--- src/rtl/ecc_fix_pkg.sv ---
package ecc_fix_pkg;

   localparam int ECC_BYTES = 3;

   typedef enum logic [1:0] {
      ST_CLEAN    = 2'd0,
      ST_DATA_FIX = 2'd1,
      ST_ECC_AREA = 2'd2,
      ST_UNCORR   = 2'd3
   } ecc_stat_e;

   // a syndrome byte is a valid single-error image when each bit pair differs
   function automatic logic pair_ok(input logic [7:0] b);
      return ((b ^ (b >> 1)) & 8'h55) == 8'h55;
   endfunction

endpackage

--- src/rtl/ecc_syn_decode.sv ---
module ecc_syn_decode
   import ecc_fix_pkg::*;
#(
   parameter int IDX_W = 9,
   parameter int BIT_W = 3
) (
   input  logic [8*ECC_BYTES-1:0] stored_i,
   input  logic [8*ECC_BYTES-1:0] calc_i,
   output ecc_stat_e              stat_o,
   output logic [IDX_W-1:0]       byte_idx_o,
   output logic [BIT_W-1:0]       bit_idx_o
);
   localparam int SYN_W = 8 * ECC_BYTES;

   initial assert (2 * (IDX_W + BIT_W) <= SYN_W)
      else $error("index fields do not fit the syndrome");

   logic [SYN_W-1:0]     syn;
   logic [ECC_BYTES-1:0] lane_ok;
   logic [IDX_W-1:0]     raw_byte;
   logic [BIT_W-1:0]     raw_bit;
   logic                 all_ok;
   logic                 one_hot;

   assign syn = stored_i ^ calc_i;

   for (genvar g = 0; g < ECC_BYTES; g++) begin : g_lane
      assign lane_ok[g] = pair_ok(syn[g*8 +: 8]);
   end

   // the location is carried by the even syndrome bits, byte index first
   for (genvar n = 0; n < IDX_W; n++) begin : g_byte
      assign raw_byte[n] = syn[2*n];
   end
   for (genvar k = 0; k < BIT_W; k++) begin : g_bit
      assign raw_bit[k] = syn[2*(IDX_W+k)];
   end

   assign all_ok  = &lane_ok;
   assign one_hot = ($countones(syn) == 1);

   always_comb begin
      stat_o     = ST_UNCORR;
      byte_idx_o = '0;
      bit_idx_o  = '0;
      if (syn == '0) begin
         stat_o = ST_CLEAN;
      end else if (all_ok) begin
         stat_o     = ST_DATA_FIX;
         byte_idx_o = raw_byte;
         bit_idx_o  = raw_bit;
      end else if (one_hot) begin
         stat_o = ST_ECC_AREA;
      end
   end

endmodule

--- src/rtl/ecc_rmw_seq.sv ---
module ecc_rmw_seq #(
   parameter int AW = 9,
   parameter int DW = 8,
   parameter int BW = 3
) (
   input  logic          clk,
   input  logic          rst_n,
   input  logic          go_i,
   input  logic [AW-1:0] addr_i,
   input  logic [BW-1:0] bit_i,
   output logic          rd_o,
   output logic          wr_o,
   output logic [AW-1:0] addr_o,
   output logic [DW-1:0] wdata_o,
   input  logic [DW-1:0] rdata_i,
   output logic          busy_o,
   output logic          fin_o
);
   typedef enum logic [1:0] {S_IDLE, S_RD, S_WAIT, S_WR} seq_e;

   seq_e          state_q;
   logic [AW-1:0] addr_q;
   logic [BW-1:0] bit_q;
   logic [DW-1:0] wdata_q;

   always_ff @(posedge clk or negedge rst_n) begin
      if (!rst_n) begin
         state_q <= S_IDLE;
         addr_q  <= '0;
         bit_q   <= '0;
         wdata_q <= '0;
      end else begin
         case (state_q)
            S_IDLE: if (go_i) begin
               state_q <= S_RD;
               addr_q  <= addr_i;
               bit_q   <= bit_i;
            end
            S_RD:   state_q <= S_WAIT;
            S_WAIT: begin
               state_q <= S_WR;
               wdata_q <= rdata_i ^ (DW'(1) << bit_q);
            end
            default: state_q <= S_IDLE;
         endcase
      end
   end

   assign rd_o    = (state_q == S_RD);
   assign wr_o    = (state_q == S_WR);
   assign addr_o  = addr_q;
   assign wdata_o = wdata_q;
   assign busy_o  = (state_q != S_IDLE);
   assign fin_o   = wr_o;

   assert_rd_wr_excl_R8: assert property (@(posedge clk) disable iff (!rst_n)
      !(rd_o && wr_o));
   assert_rd_to_wr_R8: assert property (@(posedge clk) disable iff (!rst_n)
      rd_o |=> ##1 wr_o);

endmodule

--- src/rtl/ecc_syndrome_fixer.sv ---
module ecc_syndrome_fixer
   import ecc_fix_pkg::*;
#(
   parameter int CHUNK_BYTES = 512,
   parameter int DATA_W      = 8,
   parameter bit FIX_PRESENT = 1'b1
) (
   input  logic                           clk,
   input  logic                           rst_n,
   input  logic                           start_i,
   input  logic                           fix_en_i,
   input  logic [8*ECC_BYTES-1:0]         stored_ecc_i,
   input  logic [8*ECC_BYTES-1:0]         calc_ecc_i,
   output logic                           done_o,
   output logic [1:0]                     status_o,
   output logic [$clog2(CHUNK_BYTES)-1:0] byte_idx_o,
   output logic [$clog2(DATA_W)-1:0]      bit_idx_o,
   output logic                           mem_rd_o,
   output logic                           mem_wr_o,
   output logic [$clog2(CHUNK_BYTES)-1:0] mem_addr_o,
   output logic [DATA_W-1:0]              mem_wdata_o,
   input  logic [DATA_W-1:0]              mem_rdata_i
);
   localparam int IDX_W = $clog2(CHUNK_BYTES);
   localparam int BIT_W = $clog2(DATA_W);

   initial assert (CHUNK_BYTES == 512) else $error("syndrome layout fixes the chunk at 512 bytes");
   initial assert (DATA_W == 8)        else $error("syndrome layout fixes the byte at 8 bits");

   ecc_stat_e        dec_st;
   logic [IDX_W-1:0] dec_byte;
   logic [BIT_W-1:0] dec_bit;
   logic             busy;
   logic             seq_fin;
   logic             accept;
   logic             need_fix;
   ecc_stat_e        st_q;
   logic [IDX_W-1:0] byte_q;
   logic [BIT_W-1:0] bit_q;
   logic             done_q;

   ecc_syn_decode #(.IDX_W(IDX_W), .BIT_W(BIT_W)) u_dec (
      .stored_i   (stored_ecc_i),
      .calc_i     (calc_ecc_i),
      .stat_o     (dec_st),
      .byte_idx_o (dec_byte),
      .bit_idx_o  (dec_bit)
   );

   assign accept   = start_i && !busy;
   assign need_fix = FIX_PRESENT && fix_en_i && (dec_st == ST_DATA_FIX);

   always_ff @(posedge clk or negedge rst_n) begin
      if (!rst_n) begin
         st_q   <= ST_CLEAN;
         byte_q <= '0;
         bit_q  <= '0;
         done_q <= 1'b0;
      end else begin
         done_q <= (accept && !need_fix) || seq_fin;
         if (accept) begin
            st_q   <= dec_st;
            byte_q <= dec_byte;
            bit_q  <= dec_bit;
         end
      end
   end

   if (FIX_PRESENT) begin : g_fix
      ecc_rmw_seq #(.AW(IDX_W), .DW(DATA_W), .BW(BIT_W)) u_seq (
         .clk     (clk),
         .rst_n   (rst_n),
         .go_i    (accept && need_fix),
         .addr_i  (dec_byte),
         .bit_i   (dec_bit),
         .rd_o    (mem_rd_o),
         .wr_o    (mem_wr_o),
         .addr_o  (mem_addr_o),
         .wdata_o (mem_wdata_o),
         .rdata_i (mem_rdata_i),
         .busy_o  (busy),
         .fin_o   (seq_fin)
      );
   end else begin : g_nofix
      assign mem_rd_o    = 1'b0;
      assign mem_wr_o    = 1'b0;
      assign mem_addr_o  = '0;
      assign mem_wdata_o = '0;
      assign busy        = 1'b0;
      assign seq_fin     = 1'b0;
   end

   assign done_o     = done_q;
   assign status_o   = st_q;
   assign byte_idx_o = byte_q;
   assign bit_idx_o  = bit_q;

   assert_quick_done_R7: assert property (@(posedge clk) disable iff (!rst_n)
      (start_i && !busy && !fix_en_i) |=> done_o);
   assert_rd_addr_R8: assert property (@(posedge clk) disable iff (!rst_n)
      mem_rd_o |-> (mem_addr_o == byte_idx_o));
   assert_wdata_R8: assert property (@(posedge clk) disable iff (!rst_n)
      mem_wr_o |-> (mem_wdata_o == ($past(mem_rdata_i) ^ (DATA_W'(1) << bit_idx_o))));
   assert_wr_then_done_R8: assert property (@(posedge clk) disable iff (!rst_n)
      mem_wr_o |=> done_o);
   assert_fix_status_R2: assert property (@(posedge clk) disable iff (!rst_n)
      mem_wr_o |-> (status_o == ST_DATA_FIX));
   assert_idx_zero_R6: assert property (@(posedge clk) disable iff (!rst_n)
      (done_o && status_o != ST_DATA_FIX) |-> (byte_idx_o == '0 && bit_idx_o == '0));
   assert_busy_hold_R10: assert property (@(posedge clk) disable iff (!rst_n)
      (busy && start_i) |=> $stable(status_o));

endmodule

--- config.mk ---
export PLATFORM = sky130hd
export DESIGN_NAME = ecc_syndrome_fixer
export DESIGN_NICKNAME = d
export VERILOG_FILES = /design/src/rtl/ecc_fix_pkg.sv /design/src/rtl/ecc_syn_decode.sv /design/src/rtl/ecc_rmw_seq.sv /design/src/rtl/ecc_syndrome_fixer.sv
export SDC_FILE = /design/constraint.sdc
export NUM_CORES = 1
export LEC_CHECK = 0
export BUFFER_PORTS_ARGS = -buffer_cell sky130_fd_sc_hd__buf_2
export CAP_MARGIN = 20
export CORE_AREA = 2 2 64 127
export DETAILED_ROUTE_END_ITERATION = 8
export DIE_AREA = 0 0 66 129
export GPL_ROUTABILITY_DRIVEN = 1
export MAX_ROUTING_LAYER = met4
export PLACE_DENSITY = 0.6
export SETUP_SLACK_MARGIN = 0.15
export SLEW_MARGIN = 20
export SYNTH_ARGS = -nofsm -noshare
export SYNTH_HDL_FRONTEND = slang
export SYNTH_SLANG_ARGS = --single-unit
--- constraint.sdc ---
create_clock -name clk -period 3 [get_ports clk]
set_clock_uncertainty 0.2 [all_clocks]
set_input_delay 0.6 -clock clk [delete_from_list [all_inputs] [get_ports clk]]
set_output_delay 0.6 -clock clk [all_outputs]
set_load 0.02 [all_outputs]
# Word-level counts from Yosys, hierarchy flattened
# Index checks and enable logic that the tools add are counted.
# op_classes
n_eq_ne	9
bitwise_logic	5
shift	1
n_reduce_logical	12
muxes	9
add_sub_neg	23
# ops
op	n
32-bit adder	11
32-bit by 2-bit == test with 1-bit output, second input constant	1
1-bit by 1-bit adder with 2-bit output	12
24-bit zero test	1
24-bit XOR	1
7-bit XOR	3
9-bit 2-to-1 mux	2
4-bit == test, second input constant	3
1-bit by 3-bit left shift with 8-bit output, first input constant	1
8-bit XOR	1
2-bit 2-to-1 mux	3
3-bit 2-to-1 mux	2
2-bit case mux with 3 select lines	1
2-bit by 1-bit == test with 1-bit output, second input constant	2
2-bit == test, second input constant	2
1-bit logical AND	4
3-bit AND reduction	1
1-bit zero test	2
2-bit zero test	1
2-bit by 1-bit != test with 1-bit output, second input constant	1
2-bit AND reduction	1
2-bit nonzero test	1
1-bit logical OR	1
1-bit 2-to-1 mux	1
# totals
reg_bits	37
elab_cells	67

# Depth between registers and ports, before layout
# Gate-level depths: netlist of run 1.
# depth
depth_word	15
mapped_depth	18
depth_no_buf	18

# Modules after synthesis
# A second synthesis of run 1 with hierarchy kept.
# unflattened
cells_unflattened	238
area_unflattened_um2	2864.0
# by_module_without_submodules
module	cells_per_inst	seq_area_each_um2	n_inst	area_per_inst_um2
ecc_syn_decode	117	0.0	1	1136.1
ecc_rmw_seq	86	550.5	1	1099.8
ecc_syndrome_fixer	35	375.4	1	628.1

# Least setup slack after synthesis of run 1
# No wires, ideal clock.
# synth_path
path_type	input to register
startpoint	in calc_ecc_i[16]
endpoint	reg st_q[0], in the netlist status_o[0]
t_required_ns	2.664
path_stages	16
setup_ns	0.136
slack_ns	-2.283
t_arrival_ns	4.947
path_buffers	0
cell_sequence	xnor2_1 -> inv_1 -> ha_1 -> fa_1 -> inv_1 -> fa_1 -> fa_1 -> fa_1 -> inv_1 -> fa_1 -> ha_1 -> fa_1 -> nor4b_1 -> nand3b_1 -> a211oi_1 -> o31ai_1
# synth_between
elab_chain_len	9
word_cells_on_any_way	13
classes_between	add/sub (4); eq/ne (2); mux (3); bitwise (2); reduce/logical (2)
# synth_rtl
element	line	rtl
from (decl)	ecc_syndrome_fixer.sv:13	input logic [8*ECC_BYTES-1:0] calc_ecc_i,
24-bit XOR *	ecc_syn_decode.sv:25	assign syn = stored_i ^ calc_i;
1-bit by 1-bit adder with 2-bit output (implied by the code)	ecc_syn_decode.sv:40	assign one_hot = ($countones(syn) == 1);
32-bit adder (implied by the code) (3 in a row)	ecc_syn_decode.sv:40	
32-bit by 2-bit == test with 1-bit output	ecc_syn_decode.sv:40	
1-bit 2-to-1 mux	ecc_syn_decode.sv:52	end else if (one_hot) begin
2-bit 2-to-1 mux	ecc_syn_decode.sv:48	end else if (all_ok) begin
2-bit 2-to-1 mux *	ecc_syn_decode.sv:46	if (syn == '0) begin
to (signal assigned)	ecc_syndrome_fixer.sv:62	st_q <= dec_st;
to (decl)	ecc_syndrome_fixer.sv:37	ecc_stat_e st_q;
# Every way passes the cells marked *; elsewhere a longest branch is shown, timed or not.
# A chain may end at the register's enable or synchronous reset.

# Worst setup path in the final report of run 1
# layout_path
startpoint	in stored_ecc_i[8]
endpoint	reg st_q[0], in the netlist status_o[0]
# layout_between
elab_chain_len	10
word_cells_on_any_way	14
classes_between	add/sub (5); eq/ne (2); mux (3); bitwise (2); reduce/logical (2)
# layout_rtl
element	line	rtl
from (decl)	ecc_syndrome_fixer.sv:12	input logic [8*ECC_BYTES-1:0] stored_ecc_i,
24-bit XOR *	ecc_syn_decode.sv:25	
1-bit by 1-bit adder with 2-bit output (implied by the code)	ecc_syn_decode.sv:40	
32-bit adder (implied by the code) (4 in a row)	ecc_syn_decode.sv:40	
32-bit by 2-bit == test with 1-bit output	ecc_syn_decode.sv:40	
1-bit 2-to-1 mux	ecc_syn_decode.sv:52	
2-bit 2-to-1 mux	ecc_syn_decode.sv:48	
2-bit 2-to-1 mux *	ecc_syn_decode.sv:46	
# Marks and branches as above.

==> impl_metrics.toml, run 1 <==
[detailed_routing]
drc = 0
drt-total-wl_um = 6710
wl_met1_um = 2340
drt-initial-drc-count = 41
avgViaCountPerCell = 4.61
ant_nets = 0
vias = 2319
top_layer = "met4"
route.met2.wl_um = 3970
first_pass_iters = 4
routedWlPerCell_um = 13.3
wl_met3_um = 198

[global_routing]
grtUsageTotal = 0.175
grt.overflow.total = 0
antenna_found_initial = 0
grt_pass1_vias = 2396
grt_max_degree = 38
grt_pass1_wl_um = 10800

[timing]
timing.final.ws_setup_ns = -2.10
finalCritPeriodShare = 1.70
grt_setup_unrepaired = "yes"
slew_headroom = 0.437
setup_viol = 1
worstMarginPinSlew_ns = 0.844
min_period_ns = 5.10
hold_violations = 0
fmax_mhz = 196
maxSlewViolCount = 0

[yosys]
async_flop_share = 1.00
yosys.area.top_type = "dfrtp_1"
yosys-top-cells-count = "58 x inv_1, 38 x ha_1, 37 x dfrtp_1"
synth.area.top_cells = "dfrtp_1 31%, ha_1 16%, fa_1 13%, inv_1 7.3%, xor2_1 7.1%"
ys_ff_latch = 37
synth_cell_types = 33
synth_top_area_frac = 0.311
ys_seq_area_frac = 0.311
synth_cells = 289
ys.warnings.count = 0
synthesis.nets = 406
ys.flop_type = "dfrtp_1"
synth-edff-count = 0
syn_area_um2 = 2980
synth_area_per_cell_um2 = 10.3
synth.most_common_cell = "inv_1"

[layout]
nets = 527
final_util = 0.537
fin_cells = 503
antenna_cells = 0
area_growth_pct = 36.1
layout-drive-gt1-share = 0.438

[setup_path]
cp_cell_sequence = "buf_2 -> xnor2_2 -> buf_4 -> ha_4 -> inv_2 -> fa_1 -> inv_1 -> fa_1 -> inv_2 -> fa_2 -> inv_2 -> fa_2 -> fa_1 -> ha_2 -> fa_1 -> nor4b_2 -> nand3b_1 -> a211oi_2 -> o31ai_1"
cp_data_required_time_ns = 2.95
crit_slowest_cell = "fa_1"
critPathCaptureType = "flop"
crit_path_frequent_cell = "fa_1"
path_max_fanout = 2
startpoint_type = "primary input"
max_stage_delay_ns = 0.55
crit_type = "primary input to flop"
r2r_setup_slack_ns = 0.95
arrival_ns = 5.05

[floorplanning]
die_h_um = 129
die-area_um2 = 8510
initial_core_util = 0.394
io_pins = 94
coreArea_um2 = 7540
die-width_um = 66
row_count = 45

[hold_path]
worstHoldPathType = "primary input to asynchronous set/reset pin"

[clock_tree]
clock_path_buffers = 2
cts_buffers = 5
cts-root-buf = "clkbuf_16"
clock_sinks = 37
cts_tree = "built"
clk_pin_slew_worst_paths_ns = 0.06
clk_latency_ns = 0.28
cts_max_level = 2
hold_buffers = 0

[pwr]
max-vdd-ir-drop_mv = 0.941
p_per_area_nw_per_um2 = 726
power.leakage_uw = 0.00216

[placement]
dp.cells = 493
numPortBuffers = 93
dp_hpwl_um = 5690
gp_congestion = 0.834
dp_slack_ns = -2.58

[run_status]
violations = "negative setup slack"
status = "complete, but fails checks"

[flow_run]
cap_violations = 0
==> flip-flops by register name, indices dropped and copies added, names as in the netlist <==
name / flops
bit_idx_o: 3
byte_idx_o: 9
done_o: 1
g_fix.u_seq.addr_o: 9
g_fix.u_seq.bit_q: 3
g_fix.u_seq.state_q: 2
g_fix.u_seq.wdata_o: 8
status_o: 2
==> metal layers <==
metal / vias to the layer above / GRT usage
li1: 1149 / -
met4: 0 / 0.0876
met5: - / -
met1: 1112 / 0.167
met3: 14 / 0.0192
met2: 44 / 0.332
==> metrics by stage <==
stage	hold slack, ns	TNS [ns]	area (µm²)	power, µW
final	0.217	-2.10	4050	2940
after global routing	0.296	-2.25	4050	3260
after CTS	0.249	-2.20	4000	2970
after detailed placement	0.261	-2.58	3750	2380
after global placement	0.257	-2.49	3750	2300
after floorplan	0.104	-2.20	3000	1930
==> what timing repair did <==
action                                  4_1_cts  5_1_grt
buffers inserted                              3        1
resized for setup                            19        5
pin swaps                                    17        6
endpoints found under the setup margin        1        1
==> cell usage in the layout (no fill, tap or decap), drive strengths merged <==
master and instances:
buf 124, inv 58, ha 38, dfrtp 37, xor2 24, nand2 19
fa 19, o31ai 14, mux2 13, nor2 10, a21oi 9, xnor2 8
clkbuf 5, nand4 5, nand3 4, nor3b 4, nand3b 3, nor3 3
or2 2, nor4b 2, or3 1, a31oi 1, or4 1, o21a 1
o211ai 1, or3b 1, a211oi 1, clkinv 1
==> final timing paths <==
path / end / start / cells past startpoint
setup / recovery: status_o[0] / stored_ecc_i[8] / 19
hold / removal: g_fix.u_seq.wdata_o[7] / rst_n / 1
setup reg to reg: g_fix.u_seq.addr_o[3] / g_fix.u_seq.state_q[0] / 6
hold reg to reg: status_o[0] / status_o[0] / 2
max in group asynchronous: g_fix.u_seq.addr_o[6] / rst_n / 1
min in group clk: status_o[0] / status_o[0] / 2
==> area by class of cell <==
type	count	area [µm²]
fill	727	3500
multi-input combinational	184	1950
sequential	37	926
timing repair buffer	124	704
inverter	58	218
clock buffer	5	125
tap	94	118
clock inverter	1	5.00
==> report_power, final <==
group          internal, µW  switching, µW
clock network           296            188
registers               511           4.88
logic                   972            969
total                  1780           1160
==> worst max-delay path: cells and delay by family <==
kind                       cells  cell delay, ns
adders and majority gates      8            3.24
and+or+nand+nor                2            0.37
buffers and inverters          6            0.43
AOI/OAI and AO/OA              2            0.26
xor gates and xnor gates       1            0.15
==> logic make-up (layout without fill, tap and decap cells) <==
logic type | count (synthesis) | count (layout) | share of synthesized area
mux | 13 | 13 | 0.0505
simple gates | 55 | 55 | 0.108
compound gates | 27 | 27 | 0.0618
buf+inv | 68 | 188 | 0.0870
fa+ha+maj | 57 | 57 | 0.288
xor+xnor | 32 | 32 | 0.0942
flops | 37 | 37 | 0.311
Power figures use the tool's default switching activity.
==> run 2: changes to the inputs <==
--- a/config.mk
+++ b/config.mk
@@ -11,8 +11,9 @@
 export DETAILED_ROUTE_END_ITERATION = 8
 export DIE_AREA = 0 0 66 129
 export GPL_ROUTABILITY_DRIVEN = 1
+export HOLD_SLACK_MARGIN = 0.02
 export MAX_ROUTING_LAYER = met4
-export PLACE_DENSITY = 0.6
+export PLACE_DENSITY = 0.75
 export SETUP_SLACK_MARGIN = 0.15
 export SLEW_MARGIN = 20
 export SYNTH_ARGS = -nofsm -noshare
==> impl_metrics.toml, run 2 (same netlist as run 1, synthesis figures left out) <==
[clock_tree]
cts_tree = "built"
clock_path_buffers = 2
clock_sinks = 37
clk_latency_ns = 0.28
cts_buffers = 5
cts-root-buf = "clkbuf_16"
clk_pin_slew_worst_paths_ns = 0.06
cts_max_level = 2

[detailed_routing]
ant_nets = 0
avgViaCountPerCell = 4.75
routedWlPerCell_um = 14.5
drt-initial-drc-count = 117
drc = 0
drt-total-wl_um = 7290
first_pass_iters = 4
vias = 2384

[setup_path]
r2r_end = "done_o"
crit_slowest_cell = "fa_2"
cp_cell_sequence = "buf_2 -> xor2_1 -> inv_1 -> ha_1 -> inv_1 -> fa_2 -> fa_2 -> fa_2 -> fa_1 -> inv_2 -> fa_1 -> ha_2 -> fa_1 -> nor4b_2 -> nand3b_1 -> a211oi_2 -> o31ai_1"
arrival_ns = 5.10
r2r_start = "g_fix.u_seq.state_q[0]"
startpoint_type = "primary input"
reg2regPathDepth = 5
cp-startpoint = "calc_ecc_i[23]"
critPathCapture = "status_o[0]"
r2r_setup_slack_ns = 0.89
crit_type = "primary input to flop"
max_stage_delay_ns = 0.56
path_max_fanout = 2
cp_data_required_time_ns = 2.93
critPathCaptureType = "flop"

[placement]
dp_slack_ns = -2.61
gp_congestion = 0.908
numPortBuffers = 93
dp_hpwl_um = 6190
placed_area_um2 = 3750
dp.cells = 493

[run_status]
violations = "negative setup slack"
status = "complete, but fails checks"

[timing]
maxSlewViolCount = 0
setup_viol = 1
slew_headroom = 0.448
worstMarginPinSlew_ns = 0.826
finalCritPeriodShare = 1.72
grt_setup_unrepaired = "yes"
timing.final.ws_setup_ns = -2.17
min_period_ns = 5.17
fmax_mhz = 194
hold_violations = 0

[global_routing]
grt_pass1_vias = 2599
antenna_found_initial = 0
grtUsageTotal = 0.188
grt.overflow.total = 0
grt_max_degree = 38
grt_pass1_wl_um = 11500

[floorplanning]
die-width_um = 66
die-area_um2 = 8510
initial_core_util = 0.394
row_count = 45
die_h_um = 129
coreArea_um2 = 7540
io_pins = 94

[layout]
multiInputGateArea_um2 = 1930
layout_commonest_cell = "buf_2"
fin_cells = 502
nets = 524
antenna_cells = 0
fillers = 667
area_growth_pct = 35.9
layout-drive-gt1-share = 0.436
final_area_um2 = 4040
layout_common_cells = "93 x buf_2, 54 x inv_1, 37 x dfrtp_1"
seqCellArea_um2 = 926

[hold_path]
worstHoldPathType = "primary input to asynchronous set/reset pin"

[flow_run]
cap_violations = 0

[pwr]
switching_share = 0.399
max-vdd-ir-drop_mv = 0.580
comb_power_share = 0.648
power_frac_seq = 0.160
p_per_area_nw_per_um2 = 799
power.leakage_uw = 0.00215
p_sw_uw = 1290
clkPwrFrac = 0.192
p_int_uw = 1940
## run 2: worst min path at each step
stage	startpoint	cells after the start	endpoint	slack, ns
after floorplan	rst_n	0	bit_idx_o[0]	0.10
after global placement	byte_idx_o[8]	2	byte_idx_o[8]	0.26
after detailed placement	byte_idx_o[8]	2	byte_idx_o[8]	0.26
after CTS	rst_n	1	g_fix.u_seq.wdata_o[6]	0.24
after global routing	rst_n	1	g_fix.u_seq.wdata_o[6]	0.27
final	rst_n	1	g_fix.u_seq.wdata_o[6]	0.20
## run 2: timing repair
| item | 4_1_cts | 5_1_grt |
|---|---|---|
| gates resized for setup | 16 | 6 |
| setup buffers | 1 | 0 |
| hold buffers | 0 | 0 |
| pin swaps | 10 | 8 |
| endpoints found under the setup margin | 1 | 1 |
## run 2: layout make-up
class / count / area share
Timing Repair Buffer: 121 / 0.167
Clock inverter: 2 / 0.00929
Clock buffer: 6 / 0.0344
Multi-Input combinational cell: 184 / 0.477
Sequential cell: 37 / 0.229
Tap cell: 94 / 0.0291
Inverter: 58 / 0.0539
## run 2: metrics by stage
step,TNS [ns],util,power (µW),hold WS [ns]
3_5_place_dp,-2.61,0.497,2490,0.264
5_1_grt,-2.35,0.536,3580,0.267
6_report,-2.17,0.536,3230,0.202
3_3_place_gp,-2.45,0.497,2260,0.264
2_1_floorplan,-2.20,-,1930,0.104
4_1_cts,-2.20,0.534,3220,0.235
## run 2: worst max-delay path, delay by kind of cell
family / cells / cell delay [ns]
XOR/XNOR: 1 / 0.21
adder cells (fa/ha/maj): 8 / 3.39
buffers and inverters: 4 / 0.28
AO/OA/AOI/OAI: 2 / 0.23
AND/OR/NAND/NOR: 2 / 0.39
## run 2: layer usage
layer,up-vias,wire length [µm],GRT usage
li1,1142,-,-
met1,1146,2310,0.164
met2,68,4380,0.357
met3,28,223,0.0253
met4,0,382,0.122
met5,-,0,-
## run 2: power by group through the flow
| stage | Clock [µW] | Combinational (µW) | Sequential [µW] |
|---|---|---|---|
| 3_5_place_dp | 0 | 1960 | 526 |
| 5_1_grt | 651 | 2410 | 518 |
| 3_3_place_gp | 0 | 1730 | 525 |
| 6_report | 620 | 2090 | 517 |
| 4_1_cts | 630 | 2080 | 517 |
| 2_1_floorplan | 0 | 1390 | 537 |
==> run 3: changes to the inputs <==
--- a/config.mk
+++ b/config.mk
@@ -14,6 +14,7 @@
 export HOLD_SLACK_MARGIN = 0.02
 export MAX_ROUTING_LAYER = met4
 export PLACE_DENSITY = 0.75
+export REMOVE_ABC_BUFFERS = 1
 export SETUP_SLACK_MARGIN = 0.15
 export SLEW_MARGIN = 20
 export SYNTH_ARGS = -nofsm -noshare
==> constraint.sdc (replaced) <==
create_clock -name clk -period 5 [get_ports clk]
set_clock_uncertainty 0.2 [all_clocks]
set_input_delay 1 -clock clk [delete_from_list [all_inputs] [get_ports clk]]
set_output_delay 1 -clock clk [all_outputs]
set_load 0.005 [all_outputs]
==> impl_metrics.toml, run 3 (same netlist as run 1, synthesis figures left out) <==
[run_status]
status = "complete, but fails checks"
violations = "negative setup slack"

[timing]
worstMarginPinSlew_ns = 0.980
grt_setup_unrepaired = "yes"
min_period_ns = 5.66
finalCritPeriodShare = 1.13
fin_hold_ws_ns = 0.273
slew_headroom = 0.345
timing.final.ws_setup_ns = -0.657
setup_viol = 1
fmax_mhz = 177
maxSlewViolCount = 0
hold_violations = 0

[clock_tree]
clock_path_buffers = 2
cts_buffers = 5
clk_latency_ns = 0.28
cts_max_level = 2
clk_pin_slew_worst_paths_ns = 0.05
hold_buffers = 0
clock_sinks = 37
cts_tree = "built"
cts-root-buf = "clkbuf_16"

[floorplanning]
die-width_um = 66
coreArea_um2 = 7540
die-area_um2 = 8510
initial_core_util = 0.394
io_pins = 94
row_count = 45
die_h_um = 129

[setup_path]
r2r_setup_slack_ns = 2.54
cp_cell_sequence = "buf_2 -> xnor2_2 -> inv_1 -> ha_2 -> fa_1 -> inv_2 -> fa_1 -> fa_1 -> fa_1 -> inv_1 -> fa_1 -> ha_2 -> fa_1 -> nor4b_2 -> nand3b_1 -> a211oi_2 -> o31ai_1"
r2r_end = "g_fix.u_seq.bit_q[0]"
arrival_ns = 5.58
max_stage_delay_ns = 0.56
reg2regPathDepth = 6
startpoint_type = "primary input"
crit_type = "primary input to flop"
crit_path_frequent_cell = "fa_1"
critPathCaptureType = "flop"
path_max_fanout = 2
cp_data_required_time_ns = 4.92
r2r_start = "g_fix.u_seq.state_q[0]"
crit_slowest_cell = "fa_1"

[pwr]
power.leakage_uw = 0.00213
finalPower_uw = 1970
p_per_area_nw_per_um2 = 485
max-vdd-ir-drop_mv = 0.417

[global_routing]
top_usage_layer = "met2"
grt_util_met2 = 0.357
grt_max_degree = 38
grt_pass1_wl_um = 11900
grtUsageMet1 = 0.180
grt_pass1_vias = 2622
grt_use_met3 = 0.0192
grtUsageTotal = 0.190
grt.overflow.total = 0
antenna_found_initial = 0

[placement]
numPortBuffers = 93
gp_congestion = 0.896
dp_slack_ns = -1.13
dp.cells = 485
dp_hpwl_um = 5960

[flow_run]
cap_violations = 0

[detailed_routing]
drt-initial-drc-count = 119
drt-total-wl_um = 7280
ant_nets = 0
avgViaCountPerCell = 4.89
vias = 2417
first_pass_iters = 4
drc = 0
routedWlPerCell_um = 14.7

[hold_path]
min_path_cells = 2
hold_end = "bit_idx_o[0]"
worstHoldPathType = "flop to flop"
holdCritStartpoint = "bit_idx_o[0]"

[layout]
fin_cells = 494
layout_commonest_cell = "buf_2"
area_growth_pct = 36.1
layout-drive-gt1-share = 0.425
nets = 516
layout_common_cells = "93 x buf_2, 56 x inv_1, 37 x dfrtp_1"
antenna_cells = 0
run 3: cell types whose count changed in the layout (fill, tap and decap cells not counted), moves of 2 or more:
cell | previous run | this run
ha_4 | 2 | 6
fa_1 | 14 | 16
inv_1 | 54 | 56
buf_4 | 28 | 20
inv_2 | 4 | 2
fa_2 | 5 | 3
ha_1 | 33 | 30
run 3: power by group:
| group | switching, µW | total, µW | leakage, µW | internal [µW] |
|---|---|---|---|---|
| clock | 126 | 413 | 0.0000944 | 287 |
| combinational | 656 | 1240 | 0.00157 | 587 |
| sequential | 3.93 | 310 | 0.000467 | 306 |
| total | 785 | 1970 | 0.00213 | 1180 |
run 3: area by class of cell:
type,instances,area (µm²)
tap,94,118
timing repair buffer,113,616
inverter,58,218
multi-input combinational,184,1980
sequential,37,926
clock inverter,3,68.8
fill,695,3490
clock buffer,5,125
run 3: per-stage QoR:
stage / setup TNS [ns] / cell area, µm² / utilization
2_1_floorplan: -0.699 / 2930 / -
3_3_place_gp: -0.923 / 3660 / 0.485
3_5_place_dp: -1.13 / 3660 / 0.485
4_1_cts: -0.585 / 4010 / 0.531
5_1_grt: -0.741 / 4050 / 0.537
6_report: -0.657 / 4050 / 0.537
run 3: per-layer routing:
| layer | part of all wire | routed length [µm] | vias to the layer above |
|---|---|---|---|
| li1 | - | - | 1127 |
| met1 | 0.32 | 2350 | 1188 |
| met2 | 0.59 | 4300 | 77 |
| met3 | 0.037 | 268 | 25 |
| met4 | 0.049 | 356 | 0 |
| met5 | 0 | 0 | - |
run 3: how the worst max path moves through the flow:
stage                          start          end  slack (ns)
floorplan             calc_ecc_i[16]  status_o[0]       -0.70
global placement      calc_ecc_i[12]  status_o[0]       -0.92
detailed placement    calc_ecc_i[12]  status_o[0]       -1.13
CTS                    calc_ecc_i[2]  status_o[0]       -0.59
global route        stored_ecc_i[16]  status_o[0]       -0.74
finish              stored_ecc_i[16]  status_o[0]       -0.66
run 3: timing repair:
item                                    CTS  global route
endpoints found under the setup margin    1             1
endpoints found under the hold margin     0             0
setup buffers                             1             0
gates resized for setup                  22             6
pin swaps                                14             1
run 3: worst max-delay path: cells and delay by family:
| family | cells | cell delay (ns) |
|---|---|---|
| xor+xnor | 1 | 0.18 |
| fa+ha+maj | 8 | 3.38 |
| buf+inv | 4 | 0.29 |
| compound gates | 2 | 0.28 |
| simple gates | 2 | 0.43 |
